<file path="src/rtl/lpct_pkg.sv">
package lpct_pkg;
   // control/status bit positions (software decodes these)
   localparam int unsigned CB_EN   = 0;
   localparam int unsigned CB_MODE = 1;
   localparam int unsigned CB_FREE = 2;
   localparam int unsigned CB_POL  = 3;
   localparam int unsigned CB_SEL  = 4;
   localparam int unsigned CB_IE   = 6;
   localparam int unsigned CB_FLAG = 7;

   typedef enum logic [1:0] {
      RS_CTRL  = 2'd0,
      RS_SCALE = 2'd1,
      RS_LIMIT = 2'd2,
      RS_COUNT = 2'd3
   } reg_sel_e;

   typedef struct packed {
      logic [1:0] pin_sel;
      logic       pol_low;
      logic       free_run;
      logic       pulse_mode;
   } mode_cfg_t;
endpackage

</file>
<file path="src/rtl/lpct_regs.sv">
module lpct_regs
   import lpct_pkg::*;
#(
   parameter int unsigned DATA_W  = 32,
   parameter int unsigned CNT_W   = 16,
   parameter int unsigned SCALE_W = 7
) (
   input  logic               clk,
   input  logic               rst_n,
   input  logic               bus_valid,
   input  logic               bus_write,
   input  logic [1:0]         bus_addr,
   input  logic [CNT_W-1:0]   bus_wdata,
   output logic [DATA_W-1:0]  bus_rdata,
   input  logic [CNT_W-1:0]   count_in,
   input  logic               flag_in,
   output logic               run_en,
   output mode_cfg_t          cfg,
   output logic               irq_en,
   output logic [CNT_W-1:0]   limit,
   output logic [SCALE_W-1:0] scale,
   output logic               flag_clr
);
   reg_sel_e sel;
   logic     wr;

   assign sel      = reg_sel_e'(bus_addr);
   assign wr       = bus_valid && bus_write;
   assign flag_clr = wr && (sel == RS_CTRL) && bus_wdata[CB_FLAG];

   always_ff @(posedge clk) begin
      if (!rst_n) begin
         run_en <= 1'b0;
         cfg    <= '0;
         irq_en <= 1'b0;
         limit  <= '0;
         scale  <= '0;
      end else if (wr) begin
         unique case (sel)
            RS_CTRL: begin
               run_en <= bus_wdata[CB_EN];
               irq_en <= bus_wdata[CB_IE];
               if (!run_en) begin
                  cfg.pulse_mode <= bus_wdata[CB_MODE];
                  cfg.free_run   <= bus_wdata[CB_FREE];
                  cfg.pol_low    <= bus_wdata[CB_POL];
                  cfg.pin_sel    <= bus_wdata[CB_SEL+1:CB_SEL];
               end
            end
            RS_SCALE: if (!run_en) scale <= bus_wdata[SCALE_W-1:0];
            RS_LIMIT: limit <= bus_wdata;
            RS_COUNT: ; // counter is read-only
            default:  ;
         endcase
      end
   end

   always_comb begin
      bus_rdata = '0;
      if (bus_valid && !bus_write) begin
         unique case (sel)
            RS_CTRL: begin
               bus_rdata[CB_EN]              = run_en;
               bus_rdata[CB_MODE]            = cfg.pulse_mode;
               bus_rdata[CB_FREE]            = cfg.free_run;
               bus_rdata[CB_POL]             = cfg.pol_low;
               bus_rdata[CB_SEL+1:CB_SEL]    = cfg.pin_sel;
               bus_rdata[CB_IE]              = irq_en;
               bus_rdata[CB_FLAG]            = flag_in;
            end
            RS_SCALE: bus_rdata[SCALE_W-1:0] = scale;
            RS_LIMIT: bus_rdata[CNT_W-1:0]   = limit;
            RS_COUNT: bus_rdata[CNT_W-1:0]   = count_in;
            default:  bus_rdata = '0;
         endcase
      end
   end
endmodule

</file>
<file path="src/rtl/lpct_event.sv">
module lpct_event #(
   parameter int unsigned NUM_PINS = 4
) (
   input  logic                clk,
   input  logic                rst_n,
   input  logic                run_en,
   input  logic                pulse_mode,
   input  logic                pol_low,
   input  logic [1:0]          pin_sel,
   input  logic                tick,
   input  logic [NUM_PINS-1:0] pins,
   output logic                adv
);
   logic raw;
   logic lvl;
   logic prev_q;

   generate
      if (NUM_PINS == 1) begin : g_single
         logic unused_sel;
         assign unused_sel = ^pin_sel;
         assign raw = pins[0] & ~(unused_sel & 1'b0);
      end else begin : g_mux
         always_comb begin
            raw = 1'b0;
            for (int i = 0; i < NUM_PINS; i++) begin
               if (pin_sel == i[1:0]) raw = pins[i];
            end
         end
      end
   endgenerate

   assign lvl = raw ^ pol_low;

   // history starts at the active level, so a fresh edge is required
   always_ff @(posedge clk) begin
      if (!rst_n || !run_en) prev_q <= 1'b1;
      else if (tick && pulse_mode) prev_q <= lvl;
   end

   assign adv = run_en && tick && (!pulse_mode || (lvl && !prev_q));
endmodule

</file>
<file path="src/rtl/lpct_count.sv">
module lpct_count #(
   parameter int unsigned CNT_W = 16
) (
   input  logic             clk,
   input  logic             rst_n,
   input  logic             run_en,
   input  logic             free_run,
   input  logic             adv,
   input  logic [CNT_W-1:0] limit,
   input  logic             flag_clr,
   output logic [CNT_W-1:0] count,
   output logic             flag,
   output logic             trig
);
   logic hit;
   logic limit_zero;

   assign hit        = adv && (count == limit);
   assign limit_zero = (limit == '0);

   always_ff @(posedge clk) begin
      if (!rst_n || !run_en) begin
         count <= '0;
         flag  <= 1'b0;
         trig  <= 1'b0;
      end else begin
         if (adv) begin
            if (hit && !free_run) count <= '0;
            else                  count <= count + 1'b1;
         end
         if (hit)           flag <= 1'b1;
         else if (flag_clr) flag <= 1'b0;
         if (hit)                      trig <= 1'b1;
         else if (adv && !limit_zero)  trig <= 1'b0;
      end
   end
endmodule

</file>
<file path="src/rtl/lpct_core.sv">
module lpct_core
   import lpct_pkg::*;
#(
   parameter int unsigned DATA_W   = 32,
   parameter int unsigned CNT_W    = 16,
   parameter int unsigned SCALE_W  = 7,
   parameter int unsigned NUM_PINS = 4
) (
   input  logic                clk,
   input  logic                rst_n,
   input  logic                bus_valid,
   input  logic                bus_write,
   input  logic [1:0]          bus_addr,
   input  logic [CNT_W-1:0]    bus_wdata,
   output logic [DATA_W-1:0]   bus_rdata,
   input  logic                tick,
   input  logic [NUM_PINS-1:0] pulse_in,
   output logic                irq,
   output logic                trig,
   output logic [SCALE_W-1:0]  scale_cfg
);
   localparam int unsigned CTRL_W = CB_FLAG + 1;

   generate
      if (CNT_W < CTRL_W || CNT_W > DATA_W) begin : g_bad_cnt
         $error("lpct_core: CNT_W must lie between the control width and DATA_W");
      end
      if (SCALE_W == 0 || SCALE_W > CNT_W) begin : g_bad_scale
         $error("lpct_core: SCALE_W must be 1..CNT_W");
      end
      if (NUM_PINS < 1 || NUM_PINS > 4) begin : g_bad_pins
         $error("lpct_core: NUM_PINS must be 1..4");
      end
   endgenerate

   logic             run_en;
   mode_cfg_t        cfg;
   logic             irq_en;
   logic [CNT_W-1:0] limit;
   logic [CNT_W-1:0] count;
   logic             flag;
   logic             flag_clr;
   logic             adv;

   lpct_regs #(.DATA_W(DATA_W), .CNT_W(CNT_W), .SCALE_W(SCALE_W)) u_regs (
      .clk(clk), .rst_n(rst_n),
      .bus_valid(bus_valid), .bus_write(bus_write), .bus_addr(bus_addr),
      .bus_wdata(bus_wdata), .bus_rdata(bus_rdata),
      .count_in(count), .flag_in(flag),
      .run_en(run_en), .cfg(cfg), .irq_en(irq_en), .limit(limit),
      .scale(scale_cfg), .flag_clr(flag_clr)
   );

   lpct_event #(.NUM_PINS(NUM_PINS)) u_event (
      .clk(clk), .rst_n(rst_n), .run_en(run_en),
      .pulse_mode(cfg.pulse_mode), .pol_low(cfg.pol_low), .pin_sel(cfg.pin_sel),
      .tick(tick), .pins(pulse_in), .adv(adv)
   );

   lpct_count #(.CNT_W(CNT_W)) u_count (
      .clk(clk), .rst_n(rst_n), .run_en(run_en), .free_run(cfg.free_run),
      .adv(adv), .limit(limit), .flag_clr(flag_clr),
      .count(count), .flag(flag), .trig(trig)
   );

   assign irq = irq_en && flag;
endmodule

</file>
<file path="config.mk">
export PLATFORM = sky130hd
export DESIGN_NAME = lpct_core
export DESIGN_NICKNAME = d
export VERILOG_FILES = /design/src/rtl/lpct_pkg.sv /design/src/rtl/lpct_regs.sv /design/src/rtl/lpct_event.sv /design/src/rtl/lpct_count.sv /design/src/rtl/lpct_core.sv
export SDC_FILE = /design/constraint.sdc
export NUM_CORES = 1
export LEC_CHECK = 0
export ABC_AREA = 1
export CORE_ASPECT_RATIO = 0.8
export CORE_MARGIN = 3
export CORE_UTILIZATION = 35
export DETAILED_ROUTE_END_ITERATION = 6
export GPL_TIMING_DRIVEN = 0
export PLACE_DENSITY = 0.71
export SYNTH_ARGS = -nofsm -noshare
export SYNTH_HDL_FRONTEND = slang
export SYNTH_SLANG_ARGS = --single-unit
</file>
<file path="constraint.sdc">
create_clock -name clk -period 3.83 [get_ports clk]
set_input_delay 0.766 -clock clk [delete_from_list [all_inputs] [get_ports clk]]
set_output_delay 0.766 -clock clk [all_outputs]
set_load 0.02 [all_outputs]
</file>
==> key figures <==
Outcome
  • Run status: finished clean

Layout
  • Number of nets in the final layout: 540
  • Area growth syn-to-layout: 28.47%
  • Ant diodes: 0
  • Fraction of layout cells with a size suffix above 1: 9.552%
  • # fillers: just under 800
  • Final instance area: between 3000 and 4000 sq um

Clock tree
  • TritonCTS Buffers: 5
  • Buffer depth of the longest clock path: 2
  • Count of buffers added by post-CTS timing repair for setup: 0
  • Resized cells post-CTS: 0
  • Sink count of the clock tree: ~50
  • Source-to-sink clock delay at the later pin of the worst-skew pair: 0.31 ns
  • H-tree levels: 2
  • Post-cts hold buffer count: 0
  • Clock transition at path regs: approximately 0.090 ns
  • CTS tree: built
  • Clock root buffer: sky130_fd_sc_hd__clkbuf_8

STA
  • Final min period: 3.757 ns
  • Post-route worst setup slack: between 0.07 and 0.08 ns
  • Max Freq: 266.2 MHz
  • Setup repair after global routing missed its margin: yes
  • Slew HR: a little over two fifths
  • Crit share post-route: a little over nine tenths
  • Clock Skews: about 0.015 ns
  • Setup violation total in the final timing report: 0
  • Transition time at the pin with the least slew margin: ~0.84 ns
  • Hold Violations, Final: 0
  • Count of pins over their slew limit: 0

Critical path
  • Slack of the worst reg-to-reg path: ~1.9 ns
  • Critical Setup Path Class: in2out
  • Data arrival time of the critical path: 2.99 ns
  • Cell with the most instances on the worst path: sky130_fd_sc_hd__clkdlybuf4s50_1
  • Required time at the endpoint of the critical path: just over 3 ns
  • End point of the critical path: bus_rdata[1]
  • Count of cells along the worst register-to-register path: 10
  • Maximum single-stage delay on the critical path: 0.67 ns
  • Max Fanout on Critical Path: 10
  • Startpoint of the most critical register-to-register path: u_count.count[0]$_SDFFE_PP0P_
  • Critical Path, Cell by Cell: clkdlybuf4s50_1 > inv_1 > nor2_2 > buf_2 > nand2_1 > a221oi_1 > clkdlybuf4s50_1
  • Instance count on the critical path: 7
  • Crit. End Element: output port
  • Launching instance or port of the critical path: bus_addr[1]
  • Crit-path slowest cell: sky130_fd_sc_hd__clkdlybuf4s50_1
  • Worst path buffer plus inverter count: 4
  • Sort of element at the start of the critical path: input port
  • Top delay family on crit path: buffers and inverters
  • Reg2reg end: u_count.count[14]$_SDFFE_PP0P_

Power and ir drop
  • Pwr dens: about 290 nW/um^2
  • Leakage power total: around 0.0014 uW
  • Share of power burned in combinational logic: 14.5%
  • Switching portion of total power: 26.52%
  • Maximum vdd ir drop: 0.1352 mV
  • Sequential share of power: 48.9%
  • Clock power frac: roughly 37%
  • Switching power summed over all nets: 288.8 uW
  • Internal: roughly 800 uW

Placement
  • Buffers added on ports: 51
  • Placed instance area: between 3000 and 4000 sq um
  • Gpl congestion: around 0.95
  • DPL Wire Length: around 6.8 mm
  • Pre-CTS setup slack: -0.01109 ns

Die
  • Effective utilization at floorplan: between 30% and 40%
  • Number of core rows: 28
  • CORE AREA: 7707 sq um
  • Horizontal extent of the die: 107.5 um
  • Height of the die: between 80 and 90 um
  • Area enclosed by the die boundary: between 9000 and 10000 sq um
  • Number of top-level pins: 68

Detailed routing
  • DR iter-0 viols: between 200 and 250
  • DR WL met2: about 3.7 mm
  • WL met1: 4.193 mm
  • Vias per Instance: just over 5
  • Wire length per cell: ~14 um
  • Residual antenna-violating net count after detailed routing: 0
  • Number of remaining DRC errors: 0
  • Count of TritonRoute iterations in the first routing pass: 5
  • Top layer reached by signal wires: met4
  • Met3 routed WL: ~650 um
  • Total Routed Length: around 8.6 mm
  • Number of vias after detailed routing: about 3100

Yosys
  • Share of the synthesized area in the top cell type: between 30% and 40%
  • Async S/R FF share, synth: 0%
  • Proportion of synthesized chip area in sequential cells: about a third
  • Number of library cell types mapped by synthesis: 32
  • Post-Syn Instances: 440
  • EDFF count, synth: 0
  • Summed instance area of the synthesized netlist: ~2900 sq um
  • Yosys reg bits: 49
  • YS warnings: 0
  • Average cell area after synthesis: 6.552 sq um
  • Post-synth top area cell: sky130_fd_sc_hd__dfxtp_1
  • Synth top area cells: sky130_fd_sc_hd__dfxtp_1 (34%), sky130_fd_sc_hd__nand2_1 (13%), sky130_fd_sc_hd__o21ai_0 (7.5%)
  • Most instantiated cells after synthesis: sky130_fd_sc_hd__nand2_1 (100), sky130_fd_sc_hd__nor2_1 (56), sky130_fd_sc_hd__inv_1 (53), sky130_fd_sc_hd__dfxtp_1 (49), sky130_fd_sc_hd__o21ai_0 (43)
  • Most numerous cell in the Yosys netlist: sky130_fd_sc_hd__nand2_1
  • Most instantiated flip-flop cell in the synthesis netlist: sky130_fd_sc_hd__dfxtp_1

GRT
  • Number of antenna violations at the first check in global routing: 0
  • Pin count of the biggest net entering global routing: 16
  • Total GRT Usage: 18.62%
  • First-pass GRT wire length: 13.95 mm
  • Vias in the first global route: about 2900
  • Grt ovf: 0

Run
  • Max_cap viols: 0

Hold path
  • Worst min path class: reg2reg
==> cells by family after synthesis <==
| kind of cell | synth area share, % |
|---|---|
| xor+xnor | 1.823 |
| other cells | 0.1301 |
| buf+inv | 13.93 |
| simple gates | 33.81 |
| flops | 34.03 |
| compound gates | 15.84 |
| fa+ha+maj | 0.4340 |
==> state kept, by name, summed over array words and instances (netlist names) <==
register / count
u_event.prev_q: 1
u_count.trig: 1
u_regs.cfg: 5
u_regs.irq_en: 1
u_count.flag: 1
u_regs.run_en: 1
u_regs.limit: 16
u_regs.scale: 7
u_count.count: 16
==> placed cells by master (no fill, tap or decap), drive strengths merged <==
cell / count
a221oi: 7
a21oi: 31
o211ai: 1
clkinv: 1
bufinv: 1
nor3: 7
xor2: 4
nand2: 104
o21ai: 43
or2: 1
nor4: 4
nand3: 28
buf: 20
clkdlybuf4s50: 51
clkinvlp: 2
conb: 16
xnor2: 2
ha: 1
dfxtp: 49
nand4: 11
o22ai: 1
inv: 55
clkbuf: 12
nor2: 61
==> worst min path at each step <==
stage                                  endpoint  cells after the start  slack [ns]                         from
detailed placement  u_event.prev_q$_SDFFE_PP1P_                      2        0.47  u_event.prev_q$_SDFFE_PP1P_
global placement    u_event.prev_q$_SDFFE_PP1P_                      2        0.45  u_event.prev_q$_SDFFE_PP1P_
floorplan           u_event.prev_q$_SDFFE_PP1P_                      2        0.44  u_event.prev_q$_SDFFE_PP1P_
global route          u_count.trig$_SDFFE_PP0P_                      2        0.53    u_count.trig$_SDFFE_PP0P_
finish                u_count.trig$_SDFFE_PP0P_                      2        0.48    u_count.trig$_SDFFE_PP0P_
CTS                   u_count.trig$_SDFFE_PP0P_                      2        0.49    u_count.trig$_SDFFE_PP0P_
==> metal layers <==
| metal | GRT usage, % | vias up |
|---|---|---|
| met5 | 0 | - |
| li1 | - | 1545 |
| met3 | 4.003 | 9 |
| met1 | 27.19 | 1465 |
| met2 | 28.51 | 118 |
| met4 | 3.440 | 0 |
==> metrics by stage <==
stage | power [uW] | hold WS, ns | instances | setup TNS, ns | utilization, %
final | 1089 | 0.4808 | 618 | 0 | 48.05
after global routing | 1134 | 0.5289 | 618 | -0.01923 | 48.05
after detailed placement | 698.4 | 0.4711 | 611 | -0.01217 | 46.46
after global placement | 696.9 | 0.4545 | 611 | -0.003120 | 46.46
after CTS | 1087 | 0.4923 | 618 | 0 | 47.97
after floorplan | 634.6 | 0.4426 | 455 | 0 | -
==> power by group through the flow <==
| stage | clock network, uW | logic, uW | registers, uW |
|---|---|---|---|
| after floorplan | 0 | 91.2 | 543 |
| after global placement | 0 | 153 | 544 |
| after detailed placement | 0 | 154 | 544 |
| after CTS | 400 | 155 | 532 |
| after global routing | 428 | 172 | 535 |
| final | 398 | 158 | 533 |
==> layout make-up <==
class                   instances  area [sq um]  area share [%]
plain buffers                  26         183.9           4.966
clock buffers                   6         82.58           2.230
clock inverters                 2         37.54           1.014
inverters                      57         217.7           5.878
multi-input cells             322          1559           42.09
flip-flops and latches         49         980.9           26.49
well taps                     105         131.4           3.547
repair buffers                 51         510.5           13.78
==> worst min-delay path, delay by kind of cell, from the launching register on <==
family          cells  cell delay (ns)
flops               1             0.33
simple gates        1             0.06
compound gates      1             0.05
Power figures use the tool's default switching activity.
